===== src/rtl/t1mf_pkg.sv =====
package t1mf_pkg;

    typedef enum logic [1:0] {
        S_HUNT_FS     = 2'd0,
        S_ESF_WAIT    = 2'd1,
        S_ESF_CONFIRM = 2'd2,
        S_ALIGNED     = 2'd3
    } mf_state_t;

    localparam int         D4_LEN  = 5;
    localparam logic [4:0] D4_PAT  = 5'b00111;
    localparam int         SLC_LEN = 12;
    localparam logic [11:0] SLC_PAT = 12'b000111000111;

    // mode[1] set selects the extended superframe flow
    function automatic logic is_esf(input logic [1:0] m);
        return m[1];
    endfunction

endpackage


===== src/rtl/t1mf_fs_hist.sv =====
module t1mf_fs_hist
    import t1mf_pkg::*;
#(
    parameter int HIST_W = SLC_LEN
) (
    input  logic clk,
    input  logic rst,
    input  logic clear,
    input  logic shift,
    input  logic bit_in,
    input  logic slc_sel,
    output logic match_now
);
    localparam int CNT_W = $clog2(HIST_W + 1);

    logic [HIST_W-1:0] hist, hist_nxt;
    logic [CNT_W-1:0]  seen, seen_nxt;
    logic              d4_hit, slc_hit;

    always_comb begin
        hist_nxt = {hist[HIST_W-2:0], bit_in};
        seen_nxt = (seen == CNT_W'(HIST_W)) ? seen : seen + 1'b1;
    end

    // pattern compare uses the history including the bit arriving now
    always_comb begin
        d4_hit  = (seen_nxt >= CNT_W'(D4_LEN))  && (hist_nxt[D4_LEN-1:0]  == D4_PAT);
        slc_hit = (seen_nxt >= CNT_W'(SLC_LEN)) && (hist_nxt[SLC_LEN-1:0] == SLC_PAT);
        match_now = shift && (slc_sel ? slc_hit : d4_hit);
    end

    always_ff @(posedge clk) begin
        if (rst || clear) begin
            hist <= '0;
            seen <= '0;
        end else if (shift) begin
            hist <= hist_nxt;
            seen <= seen_nxt;
        end
    end

endmodule


===== src/rtl/t1mf_try_track.sv =====
module t1mf_try_track #(
    parameter int CAND_W = 4,
    parameter int TRIES  = 16
) (
    input  logic              clk,
    input  logic              rst,
    input  logic              clear,
    input  logic              fail,
    input  logic [CAND_W-1:0] cand_count,
    output logic [CAND_W-1:0] cand_idx,
    output logic              exhausted
);
    localparam int TRY_W = (TRIES > 1) ? $clog2(TRIES) : 1;

    logic [TRY_W-1:0] tries;
    logic             last_try, last_cand;

    always_comb begin
        last_try  = (tries == TRY_W'(TRIES - 1));
        last_cand = ({1'b0, cand_idx} + 1'b1) >= {1'b0, cand_count};
        exhausted = fail && last_try && last_cand;
    end

    always_ff @(posedge clk) begin
        if (rst || clear) begin
            tries    <= '0;
            cand_idx <= '0;
        end else if (fail) begin
            if (!last_try) begin
                tries <= tries + 1'b1;
            end else begin
                tries    <= '0;
                cand_idx <= last_cand ? '0 : cand_idx + 1'b1;
            end
        end
    end

endmodule


===== src/rtl/t1_mf_reframe.sv =====
module t1_mf_reframe
    import t1mf_pkg::*;
#(
    parameter int CAND_W    = 4,
    parameter int CRC_TRIES = 16
) (
    input  logic              clk,
    input  logic              rst,
    input  logic [1:0]        mode,
    input  logic              crc_confirm_en,
    input  logic              fs_strobe,
    input  logic              fs_bit,
    input  logic              force_reframe,
    input  logic              cand_valid,
    input  logic [CAND_W-1:0] cand_count,
    input  logic              sf_strobe,
    input  logic              crc_match,
    output logic              mf_aligned,
    output logic              reframe_active,
    output logic              sig_freeze,
    output logic              err_suspend,
    output logic [CAND_W-1:0] cand_sel,
    output logic [CAND_W-1:0] active_pos,
    output logic              restart_search
);
    mf_state_t state, state_nxt;

    logic hist_clear, hist_shift, fs_match;
    logic trk_clear, trk_fail, trk_exhausted;
    logic cand_ok, commit;
    logic [CAND_W-1:0] commit_idx;

    t1mf_fs_hist #(.HIST_W(SLC_LEN)) u_hist (
        .clk       (clk),
        .rst       (rst),
        .clear     (hist_clear),
        .shift     (hist_shift),
        .bit_in    (fs_bit),
        .slc_sel   (mode[0]),
        .match_now (fs_match)
    );

    t1mf_try_track #(.CAND_W(CAND_W), .TRIES(CRC_TRIES)) u_track (
        .clk        (clk),
        .rst        (rst),
        .clear      (trk_clear),
        .fail       (trk_fail),
        .cand_count (cand_count),
        .cand_idx   (cand_sel),
        .exhausted  (trk_exhausted)
    );

    assign cand_ok = cand_valid && (cand_count != '0);

    // next state
    always_comb begin
        state_nxt = state;
        if (force_reframe) begin
            state_nxt = is_esf(mode) ? S_ESF_WAIT : S_HUNT_FS;            // T_FORCE
        end else begin
            unique case (state)
                S_HUNT_FS: begin
                    if (is_esf(mode))  state_nxt = S_ESF_WAIT;            // T_TO_ESF
                    else if (fs_match) state_nxt = S_ALIGNED;             // T_FS_MATCH
                end
                S_ESF_WAIT: begin
                    if (!is_esf(mode))       state_nxt = S_HUNT_FS;       // T_TO_FS
                    else if (cand_ok)
                        state_nxt = crc_confirm_en ? S_ESF_CONFIRM        // T_CAND_TRY
                                                   : S_ALIGNED;           // T_CAND_DIRECT
                end
                S_ESF_CONFIRM: begin
                    if (sf_strobe && crc_match) state_nxt = S_ALIGNED;    // T_CRC_PASS
                    else if (trk_exhausted)     state_nxt = S_ESF_WAIT;   // T_RESTART
                    // otherwise T_NEXT_CAND or another try in place
                end
                S_ALIGNED: state_nxt = S_ALIGNED;
                default:   state_nxt = S_HUNT_FS;
            endcase
        end
    end

    // state register
    always_ff @(posedge clk) begin
        if (rst) state <= S_HUNT_FS;
        else     state <= state_nxt;
    end

    // sub-block controls and commit decode
    always_comb begin
        hist_clear = force_reframe || (state != S_HUNT_FS);
        hist_shift = fs_strobe && (state == S_HUNT_FS) && !force_reframe && !is_esf(mode);
        trk_clear  = force_reframe || (state == S_ALIGNED) || (state == S_HUNT_FS);
        trk_fail   = (state == S_ESF_CONFIRM) && sf_strobe && !crc_match && !force_reframe;
        commit     = 1'b0;
        commit_idx = '0;
        if (!force_reframe) begin
            if (state == S_ESF_WAIT && is_esf(mode) && cand_ok && !crc_confirm_en) begin
                commit     = 1'b1;
                commit_idx = '0;
            end else if (state == S_ESF_CONFIRM && sf_strobe && crc_match) begin
                commit     = 1'b1;
                commit_idx = cand_sel;
            end
        end
    end

    // committed position: held through any reframe
    always_ff @(posedge clk) begin
        if (rst)         active_pos <= '0;
        else if (commit) active_pos <= commit_idx;
    end

    // outputs
    always_comb begin
        mf_aligned     = 1'b0;
        restart_search = 1'b0;
        unique case (state)
            S_ALIGNED:     mf_aligned     = 1'b1;
            S_ESF_CONFIRM: restart_search = trk_exhausted;
            S_HUNT_FS, S_ESF_WAIT: mf_aligned = 1'b0;
            default:       mf_aligned     = 1'b0;
        endcase
        reframe_active = !mf_aligned;
        sig_freeze     = !mf_aligned;
        err_suspend    = !mf_aligned;
    end

endmodule


===== config.mk =====
export PLATFORM = sky130hd
export DESIGN_NAME = t1_mf_reframe
export DESIGN_NICKNAME = d
export VERILOG_FILES = /design/src/rtl/t1mf_pkg.sv /design/src/rtl/t1mf_fs_hist.sv /design/src/rtl/t1mf_try_track.sv /design/src/rtl/t1_mf_reframe.sv
export SDC_FILE = /design/constraint.sdc
export NUM_CORES = 1
export LEC_CHECK = 0
export CORE_MARGIN = 2
export CORE_UTILIZATION = 56
export CTS_CLUSTER_DIAMETER = 60
export CTS_CLUSTER_SIZE = 8
export DETAILED_ROUTE_END_ITERATION = 8
export GPL_TIMING_DRIVEN = 0
export PLACE_DENSITY_LB_ADDON = 0.08
export REMOVE_ABC_BUFFERS = 1
export SYNTH_ARGS = -nofsm -noshare
export SYNTH_HDL_FRONTEND = slang
export SYNTH_HIERARCHICAL = 1
export SYNTH_SLANG_ARGS = --single-unit

===== constraint.sdc =====
create_clock -name clk -period 7.1 [get_ports clk]
set_input_delay 2.13 -clock clk [delete_from_list [all_inputs] [get_ports clk]]
set_output_delay 2.13 -clock clk [all_outputs]
set_load 0.02 [all_outputs]

Yosys cells after proc, flatten, opt, wreduce, memory -nomap -nowiden --
Index checks and enable logic that the tools add are counted.
Word-level totals: output and inout port bits 13, flip-flop bits (word level) 29, bits of input ports 15
Operators by class: reduce and logical (&&, ||, !) cells 32, eq/ne operators 10, magnitude comparators 3, muxes and demuxes 22, add/subtract/negate cells 4
Operator list (count):
- two-way mux 4 bit | 6
- logical AND 1 bit | 17
- two-way mux 2 bit | 7
- adder 4 x 1 -> 4 bit, second input constant | 3
- == test 12 x 9 -> 1 bit, second input constant | 1
- inequality test 4 bit, second input constant | 3
- == test 4 bit, second input constant | 2
- two-way mux 1 bit | 8
- one-hot mux 2 bit (4 select lines) | 1
- adder 4 x 1 -> 5 bit, second input constant | 1
- == test 5 x 3 -> 1 bit, second input constant | 1
- greater-or-equal comparator 5 x 4 -> 1 bit | 1
- zero test 1 bit | 5
- logical OR 1 bit | 5
- == test 2 bit, second input constant | 2
- greater-or-equal comparator 4 x 3 -> 1 bit, second input constant | 1
- greater-or-equal comparator 4 bit, second input constant | 1
- nonzero test 4 bit | 1
- AND reduction 3 bit | 1
- == test 2 x 1 -> 1 bit, second input constant | 1
- zero test 2 bit | 1
- AND reduction 2 bit | 1
- nonzero test 2 bit | 1

Depth between registers and ports, before layout --
Gate-level depths: netlist of run 1.
depth after elaboration 10, depth in mapped cells 10, gate-level depth less buffers 10

By module --
The synthesis of run 1 kept the hierarchy.
By module, submodules not included:
- t1mf_fs_hist | cells an instance 74, instances 1, area each 693.2 um2
- t1mf_try_track | cells an instance 57, instances 1, area each 514.2 um2
- t1_mf_reframe | cells an instance 50, instances 1, area each 452.9 um2

Worst setup path before layout of run 1 --
OpenSTA, ideal clock, no wires.
path type in2out, start point input force_reframe, end point output restart_search, setup slack 1.390 ns, stages on the path 5, arrival 3.580 ns, path buffers 0, path through nor3b_2 and3b_1 nand4_2 nor2_1 nor3b_1
Between the ends: cells in the longest elaborated chain, start to end 5
RTL lines:
- start: declaration | line t1_mf_reframe.sv:13 | input logic force_reframe,
- zero test 1 bit
- logical AND 1 bit | line t1_mf_reframe.sv:94 | trk_fail = (state == S_ESF_CONFIRM) && sf_strobe && !crc_match && !force_reframe;
- net trk_fail | line t1_mf_reframe.sv:29 | logic trk_clear, trk_fail, trk_exhausted;
- logical AND 1 bit (2 in series) | line t1mf_try_track.sv:21 | exhausted = fail && last_try && last_cand;
- net trk_exhausted | line t1_mf_reframe.sv:29
- two-way mux 1 bit | line t1_mf_reframe.sv:118 | unique case (state)
- end: declaration | line t1_mf_reframe.sv:24 | output logic restart_search
The timed path passes the listed nets, and every way through them passes these cells.

Worst setup path in the final report of run 1 --
Ends and elaborated chain as after synthesis.

==> results.cfg, run 1 <==
[finish]
fin_area_mm2 = 0.002016
fin_nets = 233
areaGrowthSynthToFinish_pct = 21.40
fillers = 239
layout-drive-gt1-share_pct = 12.32
diodes = 0

[synth]
synth_adder_area_share_pct = 6.029
synth_warnings = 6
synth_flop_cell = dfxtp_1
synth_top_cell_area_share_pct = 34.97
synth_top_family_by_area = simple AND/OR/NAND/NOR gates
synth_edf_count = 0
synth-simple-area-share_pct = 25.92
synth_common_cells = 29 x dfxtp_1, 26 x nor2_1, 15 x mux2i_1, 15 x nand2_1, 14 x inv_1
ys_seq_area_share_pct = 34.97
synthesis.area_mm2 = 0.001660
synth_compound_area_share_pct = 12.89
async_flop_share_pct = 0
postSynthCellCount = 181
ys_ff_latch = 29
synthMuxAreaShare_pct = 9.043
ys_types = 45
avgSynthCellArea_um2 = 9.173
yosysMostFrequentCell = dfxtp_1
synth_area_leaders = dfxtp_1 35%, mux2i_1 9.0%, ha_1 6.0%, nor2_1 5.9%, nand2_1 3.4%
yosysTopAreaCell = dfxtp_1
synthXorXnorAreaFrac_pct = 4.748

[sta]
rsz0062_at_grt = false
tightest_slew_ns = 0.5676
relSlewSlack_pct = 62.02
hold_viol_final = 0
fin_ws_ns = 0.3194
period_share_pct = 95.50
max_freq_ghz = 0.1475
skew_ns = 0.01236
fin_tns_setup_ns = 0
slew_violations = 0
min_period_ns = 6.781
setup_viol = 0

[routing]
drt_wl_total_um = 3129
viasPerCell = 5.599
post_drt_wl_per_cell_um = 12.93
drtPass1Iterations = 4
via_count = 1355
drc = 0
drtIter0Drc = 43
ant_nets = 0

[pwr]
powerDensity_mw_per_mm2 = 169.3
ir_drop_mv = 0.1888
p_leak_uw = 0.0007226
finalPower_uw = 341.3

[die]
ioPinCount = 28
dieHeight_um = 58.45
rows = 19
initial_utilization_pct = 59.69
design.core.area_mm2 = 0.002781
dieArea_mm2 = 0.003416
die_w_um = 58.45

[worst_hold_path]
worstHoldStart = u_hist/hist[10]$_SDFFE_PP0P_
hold_end = u_hist/hist[10]$_SDFFE_PP0P_
hold_depth = 2
hp-class = register to register

[cts]
clockRootBuffer = clkbuf_4
cts_max_level = 2
clockBufferDepth = 2
clock_latency_ns = 0.33
cts_tree = built
ctsResizeCount = 0
cts.clk_slew.worst_paths_ns = 0.09
cts.sinks = 29
cts_buffers = 5
ctsHoldBuffers = 0
post_cts_buffers = 0

[global_route]
grt_max_degree = 16
antenna_found_initial = 0
grt_overflow = 0
grt_pass1_vias = 1349
grtUsageTotal_pct = 21.74
grt_pass1_wl_um = 5637

[placed_design]
hpwl_um = 2454
place_congestion = 0.7717
postPlaceCellArea_mm2 = 0.001931
pre_cts_slack_ns = 0.3142
numPortBuffers = 27

[worst_setup_path]
r2r_cells = 10
cp.required_ns = 4.97
crit_top_cell = clkdlybuf4s50_1
end_kind = primary output
r2r_slack_ns = 3.95
crit_path_top_delay_cell = clkdlybuf4s50_1
critPathKind = input port to primary output
critPathLaunchType = input port
path_buf_inv = 2
worstReg2RegEnd = state[1]$_SDFFE_PP0P_
crit_path_max_fanout = 6
arrival_ns = 4.65
path_cells = clkdlybuf4s50_1, nor3b_2, and3b_1, nand4_2, nor2_1, nor3b_1, clkdlybuf4s50_1
r2r_start = state[0]$_SDFFE_PP0P_
crit_family = simple AND/OR/NAND/NOR gates
slowest_delay_ns = 0.68

[status]
status = finished, final reports clean

[job]
cap_viol_max_count = 0
logic make-up after synthesis:
group,Yosys count
and+or+nand+nor,75
DFF,29
AOI/OAI and AO/OA,24
buffers and inverters,21
muxes,15
xor gates and xnor gates,9
adders and majority gates,8
routing by layer:
layer | routed length, um | track usage [%] | share of wire (%)
met5 | 0 | 0 | 0
met4 | 44 | 9.967 | 1.4
met3 | 207 | 6.813 | 6.6
met2 | 1481 | 35.15 | 47
met1 | 1396 | 26.34 | 45
through the flow:
| step | hold slack [ns] | cells | util [%] |
|---|---|---|---|
| 6_report | 0.5124 | 242 | 72.47 |
| 5_1_grt | 0.5526 | 242 | 72.47 |
| 4_1_cts | 0.5096 | 242 | 72.47 |
| 3_5_place_dp | 0.4945 | 234 | 69.41 |
| 3_3_place_gp | 0.4768 | 232 | 68.87 |
| 2_1_floorplan | 0.4614 | 174 | - |
tightest hold or removal path, stage by stage (launching register included):
cell,delay [ns]
dfxtp_1,0.34
mux2i_1,0.07
nor2_1,0.07
sequential cells by signal (all words and copies together) (netlist names):
register and count:
u_hist/hist 11, active_pos 4, u_hist/seen 4, u_track/cand_idx 4, u_track/tries 4, state 2
layout make-up:
cell class / count / area (um^2) / area share, %
multi-input cells: 131 / 973.4 / 48.29
flip-flops and latches: 29 / 580.6 / 28.80
repair buffers: 29 / 285.3 / 14.15
clock buffers: 7 / 55.05 / 2.731
inverters: 14 / 52.55 / 2.607
well taps: 31 / 38.79 / 1.924
clock inverters: 1 / 30.03 / 1.490
cell usage in the layout (no fill, tap or decap), types with 2 or more instances in the layout:
cell,n
nor3b_2,3
ha_1,8
nor3_2,2
and2_1,2
xor2_1,4
nor3b_1,2
xnor2_1,5
a21oi_1,2
a21oi_2,2
nand4_1,3
o21a_1,2
nand3_1,4
nand2_1,15
buf_4,2
clkdlybuf4s50_1,27
clkbuf_4,5
dfxtp_1,29
o21ai_1,3
o211ai_1,2
inv_1,14
mux2i_1,15
nand3b_1,5
a31oi_1,2
o32ai_1,4
nor2_1,26
o21ai_0,2
worst max path at each step:
stage,startpoint,endpoint,slack [ns],cells after the start
after global routing,force_reframe,restart_search,0.11,7
after CTS,force_reframe,restart_search,0.31,7
final,force_reframe,restart_search,0.32,7
after global placement,force_reframe,restart_search,0.33,7
after floorplan,force_reframe,restart_search,1.39,5
after detailed placement,force_reframe,restart_search,0.31,7
power by group:
part           internal [uW]  switching (uW)
registers                164            2.19
clock network           84.1            56.6
logic                   18.6            16.3
Power figures use the tool's default switching activity.
==> run 2, diff against run 1 <==
--- a/config.mk
+++ b/config.mk
@@ -5,8 +5,10 @@
 export SDC_FILE = /design/constraint.sdc
 export NUM_CORES = 1
 export LEC_CHECK = 0
+export CELL_PAD_IN_SITES_DETAIL_PLACEMENT = 0
+export CELL_PAD_IN_SITES_GLOBAL_PLACEMENT = 1
 export CORE_MARGIN = 2
-export CORE_UTILIZATION = 56
+export CORE_UTILIZATION = 43
 export CTS_CLUSTER_DIAMETER = 60
 export CTS_CLUSTER_SIZE = 8
 export DETAILED_ROUTE_END_ITERATION = 8
==> run 2 against run 1 <==
Critical path depth did not move. Clock-buffer cell count fell by 2. Total power is 2.7% lower. Wire length barely moved. Utilization down 18 points. Clock power is 6% lower. Final cell count increased by 6.2%. Global-route usage decreased by 5.0 points. Sequential share of layout area shrank 0.14 points. Hold slack worse by 0.012 ns. Die area is 28% higher.
==> results.cfg, run 2 (synthesis results as in run 1) <==
[status]
status = finished, final reports clean

[worst_setup_path]
end_kind = primary output
crit_family = simple AND/OR/NAND/NOR gates
critPathLaunchType = input port
crit_path_max_fanout = 6
path_buf_inv = 2
path_cells = clkdlybuf4s50_1, nor3b_2, and3b_1, nand4_2, nor2_1, nor3b_1, clkdlybuf4s50_1
cp.required_ns = 4.97
crit_top_cell = clkdlybuf4s50_1
arrival_ns = 4.67
crit_path_top_delay_cell = clkdlybuf4s50_1
critPathKind = input port to primary output
slowest_delay_ns = 0.68

[die]
dieHeight_um = 66.14
die_w_um = 66.14
dieArea_mm2 = 0.004375
design.core.area_mm2 = 0.003689
rows = 22
ioPinCount = 28
initial_utilization_pct = 45.01

[cts]
post_cts_buffers = 0
clock_latency_ns = 0.28
cts_max_level = 2
cts.sinks = 29
cts_tree = built
cts.clk_slew.worst_paths_ns = 0.06
ctsHoldBuffers = 0
clockRootBuffer = clkbuf_8
clockBufferDepth = 2
ctsResizeCount = 0
cts_buffers = 5

[global_route]
grt_max_degree = 17
grt_overflow = 0
grtUsageTotal_pct = 16.78
grt_pass1_wl_um = 5520
antenna_found_initial = 0
grt_pass1_vias = 1285

[placed_design]
postPlaceCellArea_mm2 = 0.001939
numPortBuffers = 27
hpwl_um = 2386
place_congestion = 0.7972

[finish]
final_common_cell = dfxtp_1
areaGrowthSynthToFinish_pct = 22.00
largest_reg_flops = 11
fin_nets = 231
diodes = 0
fin_area_mm2 = 0.002026
utilization_pct = 54.92
final_cell_mix = 29 x dfxtp_1, 27 x clkdlybuf4s50_1, 25 x nor2_1
top_register = u_hist/hist
layout-drive-gt1-share_pct = 12.44

[worst_hold_path]
hp-class = register to register

[sta]
setup_viol = 0
max_freq_ghz = 0.1471
min_period_ns = 6.798
fin_tns_setup_ns = 0
hold_viol_final = 0
period_share_pct = 95.75
relSlewSlack_pct = 34.90
tightest_slew_ns = 0.9754
slew_violations = 0
skew_ns = 0.005114
rsz0062_at_grt = false
worst_hold_slack_ns = 0.5000

[routing]
drtPass1Iterations = 4
drc = 0
drtIter0Drc = 87
drt_wl_total_um = 3127
viasPerCell = 5.093
post_drt_wl_per_cell_um = 12.17
via_count = 1309
ant_nets = 0

[pwr]
powerDensity_mw_per_mm2 = 163.9
finalPower_uw = 332.0
p_leak_uw = 0.0007101
ir_drop_mv = 0.1215

[job]
cap_viol_max_count = 0
==> run 2: changes by cell type in the layout (fill, tap and decap cells not counted), sizes merged <==
cell      previous run  this run
buf                  2         0
bufinv               1         0
clkbuf               7         5
clkinv               0         2
clkinvlp             0         1
==> run 2: worst paths after layout <==
path              depth (start not counted)  slack [ns]                               end                        startpoint
setup / recovery                          7        0.30                    restart_search                     force_reframe
hold / removal                            2        0.50  u_track/cand_idx[3]$_SDFFE_PP0P_  u_track/cand_idx[3]$_SDFFE_PP0P_
setup reg to reg                          8        3.95             state[1]$_SDFFE_PP0P_             state[1]$_SDFFE_PP0P_
hold reg to reg                           2        0.50  u_track/cand_idx[3]$_SDFFE_PP0P_  u_track/cand_idx[3]$_SDFFE_PP0P_
==> run 2: worst register-to-register path, stage by stage (launching register included) <==
cell       delay (ns)
dfxtp_1          0.38
or3_4            0.41
or2_4            0.25
nor2_2           0.74
nand4_1          0.15
or3_1            0.38
a31oi_1          0.29
o21bai_4         0.12
a2111oi_2        0.33
==> run 2: stage by stage <==
step / cells / setup slack [ns]
5_1_grt: 257 / 0.09087
6_report: 257 / 0.3020
3_5_place_dp: 249 / 0.3219
2_1_floorplan: 174 / 1.390
3_3_place_gp: 249 / 0.3006
4_1_cts: 257 / 0.2929
==> run 2: final cells by class <==
cell class              instances  area (um^2)
clock inverters                 3        17.52
fillers                       357         1663
inverters                      14        52.55
clock buffers                   5        68.82
multi-input cells             131        975.9
repair buffers                 27        270.3
well taps                      48        60.06
flip-flops and latches         29        580.6
==> run 2: where the power goes <==
part / switching (uW) / internal [uW]
sequential: 2.30 / 164
clock: 64.2 / 67.4
combinational: 16.1 / 18.2
==> run 2: routing by layer <==
layer | vias to the layer above | track usage, % | wire length (um)
li1 | 678 | - | -
met1 | 595 | 21.37 | 1505
met2 | 28 | 26.13 | 1402
met3 | 8 | 3.748 | 145
met4 | 0 | 9.184 | 74
met5 | - | 0 | 0
==> run 3, diff against run 2 <==
--- a/config.mk
+++ b/config.mk
@@ -8,14 +8,14 @@
 export CELL_PAD_IN_SITES_DETAIL_PLACEMENT = 0
 export CELL_PAD_IN_SITES_GLOBAL_PLACEMENT = 1
 export CORE_MARGIN = 2
-export CORE_UTILIZATION = 43
+export CORE_UTILIZATION = 41
 export CTS_CLUSTER_DIAMETER = 60
 export CTS_CLUSTER_SIZE = 8
 export DETAILED_ROUTE_END_ITERATION = 8
 export GPL_TIMING_DRIVEN = 0
 export PLACE_DENSITY_LB_ADDON = 0.08
 export REMOVE_ABC_BUFFERS = 1
+export SLEW_MARGIN = 20
 export SYNTH_ARGS = -nofsm -noshare
 export SYNTH_HDL_FRONTEND = slang
-export SYNTH_HIERARCHICAL = 1
 export SYNTH_SLANG_ARGS = --single-unit
==> run 3 against run 2 <==
Fmax up 5.2%. First-iteration DRC count down 16%. Combinational power down 18%. Sequential power about the same. Synthesized cell count up 4.4%. Sequential share of layout area up 1.1 points. Wire length up 16%. Critical endpoint unchanged.
==> results.cfg, run 3 <==
[synth]
synth_edf_count = 0
synth_common_cells = 29 x dfxtp_1, 26 x a21oi_1, 26 x nand2_1
synth_area_leaders = dfxtp_1 38%, a21oi_1 8.4%, ha_1 6.5%, nand2_1 6.3%, nand3_1 5.8%
synth_flop_cell = dfxtp_1
synth_top_cell_area_share_pct = 37.54
async_flop_share_pct = 0
postSynthCellCount = 189
avgSynthCellArea_um2 = 8.182
ys_seq_area_share_pct = 37.54
yosysTopAreaCell = dfxtp_1
yosysMostFrequentCell = dfxtp_1
synth_warnings = 0
synthesis.area_mm2 = 0.001546
ys_ff_latch = 29
ys_types = 40

[sta]
tightest_slew_ns = 0.7703
period_share_pct = 91.01
slew_violations = 0
fin_tns_setup_ns = 0
fin_ws_ns = 0.6381
relSlewSlack_pct = 48.26
hold_viol_final = 0
min_period_ns = 6.462
rsz0062_at_grt = false
skew_ns = 0.006673
max_freq_ghz = 0.1548
setup_viol = 0

[global_route]
grt_pass1_vias = 1422
grt_pass1_wl_um = 6113
grt_max_degree = 16
antenna_found_initial = 0
grtUsageTotal_pct = 18.62
grt_overflow = 0

[finish]
layout-drive-gt1-share_pct = 5.069
final_cell_mix = 29 x dfxtp_1, 27 x clkdlybuf4s50_1, 26 x nand2_1, 26 x a21oi_1, 18 x nand3_1
fin_nets = 239
areaGrowthSynthToFinish_pct = 26.21
diodes = 0
utilization_pct = 53.72
instances_no_fill = 265
top_register = u_hist.hist
final_common_cell = dfxtp_1
largest_reg_flops = 11

[worst_setup_path]
crit_path_max_fanout = 4
path_cells = clkdlybuf4s50_1, inv_1, ha_1, o21ai_0, o21bai_1, a21oi_1, a21oi_1, clkdlybuf4s50_1
arrival_ns = 4.33
cp.required_ns = 4.97
critPathLaunchType = input port
crit_family = buffers and inverters
slowest_delay_ns = 0.56
path_buf_inv = 3
crit_path_top_delay_cell = clkdlybuf4s50_1
startpoint = cand_count[1]
critPathKind = input port to primary output
end_kind = primary output
r2r_start = u_track.cand_idx[0]$_SDFFE_PP0N_

[worst_hold_path]
hp-class = register to register
worstHoldStart = u_hist.hist[0]$_SDFFE_PP0P_

[pwr]
ir_drop_mv = 0.1111
powerDensity_mw_per_mm2 = 190.3
p_leak_uw = 0.0006988

[cts]
ctsResizeCount = 0
clock_latency_ns = 0.28
cts.clk_slew.worst_paths_ns = 0.07
clockRootBuffer = clkbuf_8
cts_tree = built
cts_max_level = 2
ctsHoldBuffers = 0
cts_buffers = 5
post_cts_buffers = 0
cts.sinks = 29
clockBufferDepth = 2

[placed_design]
numPortBuffers = 27
pre_cts_slack_ns = 0.6622
place_congestion = 0.8138
place_inst = 257
hpwl_um = 2701

[die]
initial_utilization_pct = 42.56
dieHeight_um = 65.42
die_w_um = 65.42
dieArea_mm2 = 0.004279
rows = 22
ioPinCount = 28
design.core.area_mm2 = 0.003633

[routing]
ant_nets = 0
viasPerCell = 5.494
drt_wl_total_um = 3631
drc = 0
drtIter0Drc = 73
via_count = 1456
post_drt_wl_per_cell_um = 13.70
drtPass1Iterations = 4

[status]
status = finished, final reports clean

[job]
cap_viol_max_count = 0
## run 3: cell types whose count changed in the layout (fill, tap and decap cells not counted), sizes merged, moves of 4 or more
| cell | previous run | this run |
|---|---|---|
| nand2 | 15 | 27 |
| nand3b | 5 | 0 |
| nand3 | 5 | 18 |
| mux2i | 15 | 2 |
| a22oi | 0 | 4 |
| o32ai | 4 | 0 |
| a21oi | 4 | 26 |
| inv | 14 | 9 |
| and3 | 0 | 4 |
| nor2 | 26 | 14 |
## run 3: kinds of logic after synthesis
logic type	after synthesis	synth area share (%)
mux	2	1.295
buf+inv	16	4.854
xor+xnor	6	3.399
simple gates	84	29.13
fa+ha+maj	8	6.473
compound gates	44	17.31
flops	29	37.54
## run 3: power by group
group | internal [uW] | switching [uW]
Combinational | 12.7 | 15.3
Clock | 114 | 63.4
Sequential | 164 | 2.18
## run 3: final timing paths
path,cells past startpoint,slack [ns],to
hold reg to reg,2,0.47,u_hist.hist[0]$_SDFFE_PP0P_
hold / removal,2,0.47,u_hist.hist[0]$_SDFFE_PP0P_
setup reg to reg,8,4.90,u_track.cand_idx[0]$_SDFFE_PP0N_
setup / recovery,8,0.64,restart_search
## run 3: cell type report
type,count,area [um^2]
fillers,356,1682
multi-input cells,144,890.9
flip-flops and latches,29,580.6
repair buffers,27,270.3
clock buffers,7,86.33
well taps,48,60.06
inverters,9,33.78
clock inverters,1,30.03
## run 3: stage by stage
stage	hold slack, ns	area (um^2)	power (uW)
after detailed placement	0.4622	1836	197.4
after global placement	0.4411	1836	196.7
after floorplan	0.4320	1505	181.7
final	0.4724	1952	371.4
after global routing	0.4967	1952	389.5
after CTS	0.4703	1952	375.6
## run 3: layer usage
layer / up-vias / track usage [%] / wire (um)
met4: 0 / 5.469 / 32
li1: 729 / - / -
met5: - / 0 / 0
met2: 32 / 33.16 / 1863
met3: 5 / 6.164 / 175
met1: 690 / 21.02 / 1560
## run 3: tightest hold or removal path, stage by stage, from the launching register on
cell and delay (ns):
dfxtp_1 0.32, nand2_1 0.05, a21oi_1 0.05
